--- src/rtl/tmr_pkg.sv ---
package tmr_pkg;
  localparam int CB_SRC   = 1;
  localparam int CB_CHAIN = 3;
  localparam int CB_PSC   = 4;
  localparam int CB_GATE  = 6;
  localparam int CB_RUN   = 15;
  localparam int PSC_W    = 8;

  localparam logic [1:0] RG_CTRL = 2'd0;
  localparam logic [1:0] RG_PER  = 2'd1;
  localparam logic [1:0] RG_CNT  = 2'd2;

  typedef enum logic [1:0] {MD_TIMER, MD_GATED, MD_COUNT} mode_e;

  function automatic mode_e mode_of(input logic src, input logic gate);
    if (src) return MD_COUNT;
    if (gate) return MD_GATED;
    return MD_TIMER;
  endfunction

  // last prescaler count value before a tick is issued
  function automatic logic [PSC_W-1:0] psc_limit(input logic [1:0] sel);
    case (sel)
      2'b00:   return PSC_W'(0);
      2'b01:   return PSC_W'(7);
      2'b10:   return PSC_W'(63);
      default: return PSC_W'(255);
    endcase
  endfunction
endpackage

--- src/rtl/tmr_sync.sv ---
module tmr_sync #(
  parameter int STAGES = 2
) (
  input  logic clk,
  input  logic rst,
  input  logic d,
  output logic q,
  output logic q_prev
);
  logic [STAGES:0] sh;

  always_ff @(posedge clk) begin
    if (rst) sh <= '0;
    else     sh <= {sh[STAGES-1:0], d};
  end

  assign q      = sh[STAGES-1];
  assign q_prev = sh[STAGES];
endmodule

--- src/rtl/tmr_tick.sv ---
module tmr_tick
  import tmr_pkg::*;
#(
  parameter int STAGES = 2
) (
  input  logic       clk,
  input  logic       rst,
  input  logic       ext_in,
  input  logic       run,
  input  logic       clr,
  input  mode_e      mode,
  input  logic [1:0] psc,
  output logic       tick,
  output logic       gate_fall
);
  logic             lvl, lvl_prev, rise, fall, ev;
  logic [PSC_W-1:0] pcnt, lim;

  tmr_sync #(.STAGES(STAGES)) u_sync (
    .clk(clk), .rst(rst), .d(ext_in), .q(lvl), .q_prev(lvl_prev)
  );

  assign rise = lvl & ~lvl_prev;
  assign fall = ~lvl & lvl_prev;
  assign lim  = psc_limit(psc);

  always_comb begin
    case (mode)
      MD_COUNT: ev = rise;
      MD_GATED: ev = lvl;
      default:  ev = 1'b1;
    endcase
  end

  always_ff @(posedge clk) begin
    if (rst || clr || !run) pcnt <= '0;
    else if (ev)            pcnt <= (pcnt == lim) ? '0 : pcnt + 1'b1;
  end

  assign tick      = run && ev && (pcnt == lim);
  assign gate_fall = run && (mode == MD_GATED) && fall;
endmodule

--- src/rtl/tmr_pair.sv ---
module tmr_pair
  import tmr_pkg::*;
#(
  parameter int W      = 16,
  parameter int STAGES = 2
) (
  input  logic         clk,
  input  logic         rst,
  input  logic         wr_en,
  input  logic [2:0]   wr_addr,
  input  logic [W-1:0] wr_data,
  input  logic [2:0]   rd_addr,
  output logic [W-1:0] rd_data,
  input  logic         ext_lo,
  input  logic         ext_hi,
  output logic         irq_lo,
  output logic         irq_hi
);
  localparam int NU = 2;
  localparam int DW = 2 * W;

  function automatic logic [W-1:0] ctrl_mask(input logic has_chain);
    logic [W-1:0] m;
    m = '0;
    m[CB_SRC] = 1'b1;
    m[CB_CHAIN] = has_chain;
    m[CB_PSC +: 2] = 2'b11;
    m[CB_GATE] = 1'b1;
    m[CB_RUN] = 1'b1;
    return m;
  endfunction

  logic [W-1:0] ctrl_q [NU];
  logic [W-1:0] per_q  [NU];
  logic [W-1:0] cnt_q  [NU];
  logic [W-1:0] cnt_d  [NU];
  logic [NU-1:0] irq_q, irq_d, tick, fall, clr;
  mode_e        mode [NU];
  logic [NU-1:0] ext_in;
  logic         chain;
  logic [DW-1:0] c32, p32, n32;

  assign ext_in = {ext_hi, ext_lo};
  assign chain  = ctrl_q[0][CB_CHAIN];

  for (genvar u = 0; u < NU; u++) begin : g_unit
    assign mode[u] = mode_of(ctrl_q[u][CB_SRC], ctrl_q[u][CB_GATE]);
    assign clr[u]  = wr_en && (wr_addr[2] == 1'(u)) && (wr_addr[1:0] == RG_CTRL);

    tmr_tick #(.STAGES(STAGES)) u_tick (
      .clk(clk), .rst(rst), .ext_in(ext_in[u]),
      .run(ctrl_q[u][CB_RUN]), .clr(clr[u]), .mode(mode[u]),
      .psc(ctrl_q[u][CB_PSC +: 2]),
      .tick(tick[u]), .gate_fall(fall[u])
    );

    always_ff @(posedge clk) begin
      if (rst) begin
        ctrl_q[u] <= '0;
        per_q[u]  <= '0;
      end else if (wr_en && (wr_addr[2] == 1'(u))) begin
        if (wr_addr[1:0] == RG_CTRL) ctrl_q[u] <= wr_data & ctrl_mask(u == 0);
        if (wr_addr[1:0] == RG_PER)  per_q[u]  <= wr_data;
      end
    end
  end

  assign c32 = {cnt_q[1], cnt_q[0]};
  assign p32 = {per_q[1], per_q[0]};

  always_comb begin
    irq_d = '0;
    n32   = c32;
    for (int u = 0; u < NU; u++) cnt_d[u] = cnt_q[u];
    if (chain) begin
      if (tick[0]) begin
        if (c32 == p32) begin
          n32 = '0;
          if (mode[0] != MD_GATED) irq_d[1] = 1'b1;
        end else begin
          n32 = c32 + 1'b1;
        end
      end
      if (fall[0]) irq_d[1] = 1'b1;
      cnt_d[0] = n32[W-1:0];
      cnt_d[1] = n32[DW-1:W];
    end else begin
      for (int u = 0; u < NU; u++) begin
        if (tick[u]) begin
          if (cnt_q[u] == per_q[u]) begin
            cnt_d[u] = '0;
            if (mode[u] != MD_GATED) irq_d[u] = 1'b1;
          end else begin
            cnt_d[u] = cnt_q[u] + 1'b1;
          end
        end
        if (fall[u]) irq_d[u] = 1'b1;
      end
    end
    for (int u = 0; u < NU; u++)
      if (wr_en && (wr_addr[2] == u[0]) && (wr_addr[1:0] == RG_CNT))
        cnt_d[u] = wr_data;
  end

  always_ff @(posedge clk) begin
    if (rst) begin
      for (int u = 0; u < NU; u++) cnt_q[u] <= '0;
      irq_q   <= '0;
      rd_data <= '0;
    end else begin
      for (int u = 0; u < NU; u++) cnt_q[u] <= cnt_d[u];
      irq_q <= irq_d;
      case (rd_addr[1:0])
        RG_CTRL: rd_data <= ctrl_q[rd_addr[2]];
        RG_PER:  rd_data <= per_q[rd_addr[2]];
        RG_CNT:  rd_data <= cnt_q[rd_addr[2]];
        default: rd_data <= '0;
      endcase
    end
  end

  assign irq_lo = irq_q[0];
  assign irq_hi = irq_q[1];
endmodule

--- config.mk ---
export PLATFORM = sky130hd
export DESIGN_NAME = tmr_pair
export DESIGN_NICKNAME = d
export VERILOG_FILES = /design/src/rtl/tmr_pkg.sv /design/src/rtl/tmr_sync.sv /design/src/rtl/tmr_tick.sv /design/src/rtl/tmr_pair.sv
export SDC_FILE = /design/constraint.sdc
export NUM_CORES = 1
export LEC_CHECK = 0
export BUFFER_PORTS_ARGS = -buffer_cell sky130_fd_sc_hd__buf_2
export CAP_MARGIN = 20
export CORE_UTILIZATION = 55
export DETAILED_ROUTE_END_ITERATION = 8
export GPL_ROUTABILITY_DRIVEN = 1
export PLACE_DENSITY = 0.76
export SYNTH_ARGS = -nofsm -noshare
export SYNTH_HDL_FRONTEND = slang
export SYNTH_SLANG_ARGS = --single-unit
--- constraint.sdc ---
create_clock -name clk -period 1.9 [get_ports clk]
set_input_delay 0.19 -clock clk [delete_from_list [all_inputs] [get_ports clk]]
set_output_delay 0.19 -clock clk [all_outputs]
set_load 0.05 [all_outputs]
==> impl_results.md, run 1 <==
- Clock-pin slew on the worst setup and hold paths: approximately 50 ps
- Total CTS buffers: 17
- Synth top area share: 0.221
- Layout cells sized above 1: 0.371
- Run status: finished, violations left
- Post-Syn Nets: 731
- Buffer and inverter count on the worst path: 1
- Critical path endpoint category: flip-flop
- Avg WL per Cell: 21.6 um
- Power per Cell Area: around 770 mW/mm^2
- Ys async rst share: 0
- Final min period: 2170 ps
- Synth area leader: dfxtp_1
- Area Growth Syn to Fin: 38.7%
- Num ports: 45
- Crit Path Max Fanout: 6
- Hold Slack: 80.4 ps
- Max IR drop VDD: 818 uV
- All-Layer GR Usage: 0.361
- NumNets Final: ~910
- Maxcap violations: 0
- Congestion Overflow GR: 0
- Core Footprint: around 0.012 mm^2
- Crit path cell chain: xor2_2 > nor4_4 > and4_4 > a2bb2oi_4 > buf_6 > o21ai_4 > a221oi_2 > nor2_1
- Most frequent cells in the layout: buf_4 (144), nor2_1 (67), dfxtp_1 (66)
- Max clock buf depth: 2
- Final Setup Violations: 33
- Largest net degree at the start of global routing: 57
- Via count: between 6000 and 7000
- Clk sinks: 115
- Pleak: 3.72 nW
- Unique masters post-synth: 70
- Post-synthesis sequential area ratio: 0.418
- Port Buffers: 44
- CTS tree: done
- Initial cell density of the core: 0.568
- YS warnings: 0
- Avg Vias per Cell: roughly 6.3
- Least-Margin Pin Slew: about 920 ps
- Commonest non-fill, non-tap cell in the layout: buf_4
- Delay-heaviest family, CP: simple AND/OR/NAND/NOR gates
- Peak Freq: 461 MHz
- Post-synth EDFFs: 43
- Chip Height: around 110 um
- CP required: around 2200 ps
- Mapped Cells: 700
- Post-place instance area: 0.00786 mm^2
- Drc violations: 2
- # diodes: 0
- # fillers: 756
- Initial DRC Count: between 600 and 700
- Vias in the first global route: 6258
- HP Class: input pin to flip-flop
- Final setup margin: -268 ps
- Slew margin rel.: 0.383
- Cell at the slowest stage of the critical path: edfxtp_1
- Cell Area, Synth: 0.00654 mm^2
- Root Driver: clkbuf_16
- TritonRoute pass-1 iters: 7
- Endpoints failing hold: 0
- Row count: 39
- Period Utilization, post-route: 1.14
- Clock Skews: 11.1 ps
- CTS H-tree lvls: 4
- Total chip power: 7.01 mW
- Ys flop type: dfxtp_1
- Max-slew violations: 0
- CP Class: flip-flop to flip-flop
- Design area: 0.00906 mm^2
- Worst skew pair latency: 420 ps
- DP HPWL: 15.1 mm
- RD Place Congestion: 0.910
- Wire length of the first global-routing pass: 33.8 mm
- RSZ-0062 raised after global routing: true
- WL final: around 22 mm
- Antenna violations before repair: 0
- Seq cells post-synth: 115
- Syn Area/Cell: 9.34 um^2
- CP max stage delay: 450 ps
- Worst Path Arrival: 2460 ps
- Total Die Area: 0.0123 mm^2
- Number of routed nets with antenna violations: 0
- Violated checks: design-rule violations, negative setup slack
- Die Span X: 111 um
- Worst Setup Start Kind: flip-flop
- Synth area leaders: dfxtp_1 (22%), edfxtp_1 (20%), xor2_1 (5.8%)
-- worst register-to-register path: cells and delay by family (launching register included) --
kind	cells	cell delay, ps
xor gates and xnor gates	1	190
and+or+nand+nor	3	680
DFF	1	450
buffers and inverters	1	150
AOI/OAI and AO/OA	3	570
-- metrics by stage --
step                worst slack (ps)  utilization  setup TNS (ps)  instances
global route                    -327        0.787           -8520       1034
detailed placement              -417        0.683           -9970        980
floorplan                       -144            -           -1300        700
global placement                -328        0.682           -8600        980
CTS                             -246        0.760           -5550       1026
finish                          -268        0.787           -6790       1034
-- metal layers --
layer	track usage	part of all wire	vias up	wire length, um
met4	0.142	0.033	0	729
met3	0.0847	0.095	72	2120
met5	0	0	-	0
li1	-	-	2912	-
met1	0.480	0.40	3124	8900
met2	0.569	0.47	404	10600
-- Yosys cell counts, drive strengths merged, types with 3 or more instances --
master	number
edfxtp	43
buf	27
o211ai	3
a31oi	7
and3	10
a21o	3
a211oi	11
a221oi	7
nor2b	19
nor3b	5
and4	4
dfxtp	72
nor2	74
o22ai	6
nor4	18
o21ai	20
nand3	21
nand4	21
a22oi	15
nor3	24
nand2b	10
nand2	36
a21oi	35
o32ai	3
inv	5
or3	3
clkbuf	22
o21bai	3
o22a	11
xnor2	10
and2	50
xor2	43
ha	4
mux2i	32
-- power by group --
group / internal, mW / total [mW] / switching [mW]
combinational: 0.385 / 0.928 / 0.542
clock: 2.21 / 3.32 / 1.11
sequential: 2.67 / 2.77 / 0.0973
total: 5.26 / 7.01 / 1.75
-- path summary, 6_finish.rpt --
kind / start / end / slack, ps / cells after the start
setup / recovery: per_q[1][7] / cnt_q[0][14] / -270 / 8
setup reg to reg: per_q[1][7] / cnt_q[0][14] / -270 / 8
hold reg to reg: g_unit[1].u_tick.u_sync.sh[0] / g_unit[1].u_tick.u_sync.sh[1] / 440 / 1
hold / removal: wr_data[0] / cnt_q[0][0] / 80 / 3
-- registers in the layout, summed over array words and instances (netlist names) --
name,cells
g_unit.u_tick.pcnt,16
per_q,32
ctrl_q,11
g_unit.u_tick.u_sync.sh,6
rd_data,16
irq_q,2
cnt_q,32
-- final cells by class --
class	count	area, um^2	area share
repair buffers	206	1520	0.168
clock inverters	12	163	0.0179
well taps	143	179	0.0197
clock buffers	20	447	0.0493
flip-flops and latches	115	2740	0.302
inverters	5	18.8	0.00207
multi-input cells	533	4000	0.441
-- timing repair --
action,in CTS,in global routing
setup buffers,10,8
hold endpoints to repair,2,0
pin swaps,16,16
cloned,2,0
resized for setup,38,58
endpoints found under the setup margin,34,50
hold buffers,2,0
-- cell families (layout without fill, tap and decap cells) --
group,after synthesis,after routing,share of synthesized area
fa+ha+maj,4,4,0.00766
simple gates,303,305,0.260
xor+xnor,53,53,0.0710
buf+inv,54,243,0.0398
flops,115,115,0.418
mux,32,32,0.0490
compound gates,139,139,0.154
(Power assumes the default switching activity.)
==> run 2: changes to the inputs <==
--- a/config.mk
+++ b/config.mk
@@ -7,6 +7,7 @@
 export LEC_CHECK = 0
 export BUFFER_PORTS_ARGS = -buffer_cell sky130_fd_sc_hd__buf_2
 export CAP_MARGIN = 20
+export CORE_MARGIN = 4
 export CORE_UTILIZATION = 55
 export DETAILED_ROUTE_END_ITERATION = 8
 export GPL_ROUTABILITY_DRIVEN = 1
==> constraint.sdc (replaced) <==
create_clock -name clk -period 1.83 [get_ports clk]
set_input_delay 0.183 -clock clk [delete_from_list [all_inputs] [get_ports clk]]
set_output_delay 0.183 -clock clk [all_outputs]
set_load 0.05 [all_outputs]
==> impl_results.md, run 2 (same netlist as run 1, synthesis figures left out) <==
- Run status: finished, violations left (unchanged)
- Violated checks: negative setup slack (was design-rule violations, negative setup slack)
- Max-slew violations: 0 (unchanged)
- TritonRoute pass-1 iters: 7 (unchanged)
- Wire length of the first global-routing pass: 35.8 mm (was 33.8 mm)
- Final Setup Violations: 34 (was 33)
- Max clock buf depth: 2 (unchanged)
- Worst Setup Start Kind: flip-flop (unchanged)
- RSZ-0062 raised after global routing: true (unchanged)
- Clk sinks: 115 (unchanged)
- Cells after DPL: 999 (was 980)
- Avg WL per Cell: 22.5 um (was 21.6 um)
- Largest regs: cnt_q x32, per_q x32 (unchanged)
- Row count: 39 (unchanged)
- CP required: 2130 ps (was 2200 ps)
- CP Launch Point: per_q[1][14] (was per_q[1][7])
- Max IR drop VDD: 786 uV (was 818 uV)
- DP HPWL: 15.2 mm (was 15.1 mm)
- CP Class: flip-flop to flip-flop (unchanged)
- Layout cells sized above 1: 0.419 (was 0.371)
- Drc violations: 0 (was 2)
- Worst hold start: wr_data[0] (unchanged)
- Chip Height: 117 um (was 111 um)
- Pleak: 3.93 nW (was 3.72 nW)
- Num ports: 45 (unchanged)
- WL final: 23.9 mm (was 22.3 mm)
- Final setup margin: -440 ps (was -268 ps)
- Total Die Area: 0.0137 mm^2 (was 0.0123 mm^2)
- CTS H-tree lvls: 4 (unchanged)
- Crit path cell chain: xor2_1 > nor4_2 > buf_4 > and4_4 > buf_6 > a2bb2oi_4 > nor2_4 > buf_4 > buf_6 > nand2_2 > a31oi_1 (was xor2_2 > nor4_4 > and4_4 > a2bb2oi_4 > buf_6 > o21ai_4 > a221oi_2 > nor2_1)
- Reg2reg start: per_q[1][14] (was per_q[1][7])
- Initial DRC Count: 830 (was 691)
- Internal power: 5.43 mW (was 5.26 mW)
- Layout Cells excl Fill: 1064 (was 1034)
- Initial cell density of the core: 0.568 (unchanged)
- Clock share of power: 0.469 (was 0.473)
- Largest net degree at the start of global routing: 35 (was 57)
- Die Span X: 117 um (was 111 um)
- Final Core Density: 0.820 (was 0.787)
- Least-Margin Pin Slew: 504 ps (was 921 ps)
- Net Sw Frac: 0.260 (was 0.250)
- Root Driver: clkbuf_16 (unchanged)
- # diodes: 0 (unchanged)
- All-Layer GR Usage: 0.351 (was 0.361)
- Slew margin rel.: 0.661 (was 0.383)
- RD Place Congestion: 0.982 (was 0.910)
- Commonest non-fill, non-tap cell in the layout: buf_4 (unchanged)
- NumNets Final: 939 (was 909)
- Period Utilization, post-route: 1.24 (was 1.14)
- Worst skew pair latency: 430 ps (was 420 ps)
- Crit Path Max Fanout: 6 (unchanged)
- Final min period: 2270 ps (was 2170 ps)
- Number of routed nets with antenna violations: 0 (unchanged)
- Via count: 6706 (was 6512)
- Reg power frac: 0.391 (was 0.395)
- Sw Pwr: 1.91 mW (was 1.75 mW)
- HP Class: input pin to flip-flop (unchanged)
- # fillers: 695 (was 756)
- CTS tree: done (unchanged)
- Endpoints failing hold: 0 (unchanged)
- Clock Skews: 9.22 ps (was 11.1 ps)
- Critical path endpoint category: flip-flop (unchanged)
- Total CTS buffers: 17 (unchanged)
- Maxcap violations: 0 (unchanged)
- Power per Cell Area: 778 mW/mm^2 (was 773 mW/mm^2)
- Vias in the first global route: 6507 (was 6258)
- Antenna violations before repair: 0 (unchanged)
- Gate power share: 0.140 (was 0.132)
- CP max stage delay: 430 ps (was 450 ps)
- Most frequent cells in the layout: buf_4 (164), nor2_1 (67), dfxtp_1 (61) (was buf_4 (144), nor2_1 (67), dfxtp_1 (66))
- Clock-pin slew on the worst setup and hold paths: 50 ps (about the same)
- Peak Freq: 441 MHz (was 461 MHz)
- Port Buffers: 44 (unchanged)
- Core Footprint: 0.0115 mm^2 (unchanged)
- Area Growth Syn to Fin: 44.4% (was 38.7%)
- Avg Vias per Cell: 6.30 (about the same)
- Congestion Overflow GR: 0 (unchanged)
- Cell at the slowest stage of the critical path: edfxtp_1 (unchanged)
- Worst Path Arrival: 2570 ps (was 2460 ps)
==> run 2: cell types whose count changed in the layout (fill, tap and decap cells not counted), sizes merged <==
| cell | previous run | this run |
|---|---|---|
| clkbuf | 20 | 24 |
| clkinv | 7 | 5 |
| bufinv | 4 | 2 |
| buf | 204 | 234 |
==> run 2: layer usage <==
layer | part of all wire | GRT usage | vias up
met4 | 0.045 | 0.139 | 0
li1 | - | - | 2974
met2 | 0.49 | 0.584 | 376
met3 | 0.082 | 0.0823 | 114
met1 | 0.39 | 0.442 | 3242
met5 | 0 | 0 | -
==> run 2: final cells by class <==
class / count / area, um^2 / area share
Multi-Input combinational cell: 533 / 4100 / 0.434
Sequential cell: 115 / 2750 / 0.292
Timing Repair Buffer: 236 / 1780 / 0.189
Clock buffer: 24 / 514 / 0.0545
Tap cell: 143 / 179 / 0.0190
Clock inverter: 8 / 96.3 / 0.0102
Inverter: 5 / 18.8 / 0.00199
==> run 2: path summary, 6_finish.rpt <==
path                                         to  slack (ps)  depth (start not counted)
setup / recovery                    cnt_q[0][9]        -440                         11
hold / removal                      cnt_q[0][0]          70                          3
setup reg to reg                    cnt_q[0][9]        -440                         11
hold reg to reg   g_unit[0].u_tick.u_sync.sh[1]         460                          1
==> run 2: critical path, delay by kind of cell, from the launching register on <==
| kind | cells | cell delay [ps] |
|---|---|---|
| AOI/OAI and AO/OA | 2 | 370 |
| xor gates and xnor gates | 1 | 170 |
| buffers and inverters | 4 | 530 |
| DFF | 1 | 430 |
| and+or+nand+nor | 4 | 630 |
==> run 2: what timing repair did <==
| item | CTS | global route |
|---|---|---|
| buffers inserted | 19 | 12 |
| setup endpoints to repair | 34 | 44 |
| gates cloned | 2 | 0 |
| pin swaps | 27 | 39 |
| endpoints found under the hold margin | 2 | 0 |
| gates resized for setup | 77 | 58 |
| hold buffers | 2 | 0 |
==> run 2: power groups by stage <==
stage | registers [mW] | logic, mW | clock network, mW
floorplan | 2.94 | 0.436 | 0
global placement | 2.91 | 0.841 | 0
detailed placement | 2.91 | 0.856 | 0
CTS | 2.86 | 0.936 | 3.45
global route | 2.88 | 1.08 | 3.58
finish | 2.87 | 1.03 | 3.45
==> run 2: through the flow <==
stage	hold slack (ps)	total power, mW	setup slack, ps	setup TNS (ps)	area [um^2]
2_1_floorplan	311	3.38	-214	-3320	6630
3_5_place_dp	402	3.77	-551	-12830	8010
4_1_cts	55.5	7.25	-337	-8280	9100
3_3_place_gp	400	3.75	-556	-13110	8010
5_1_grt	75.7	7.54	-526	-14130	9440
6_report	72.4	7.35	-440	-11510	9440
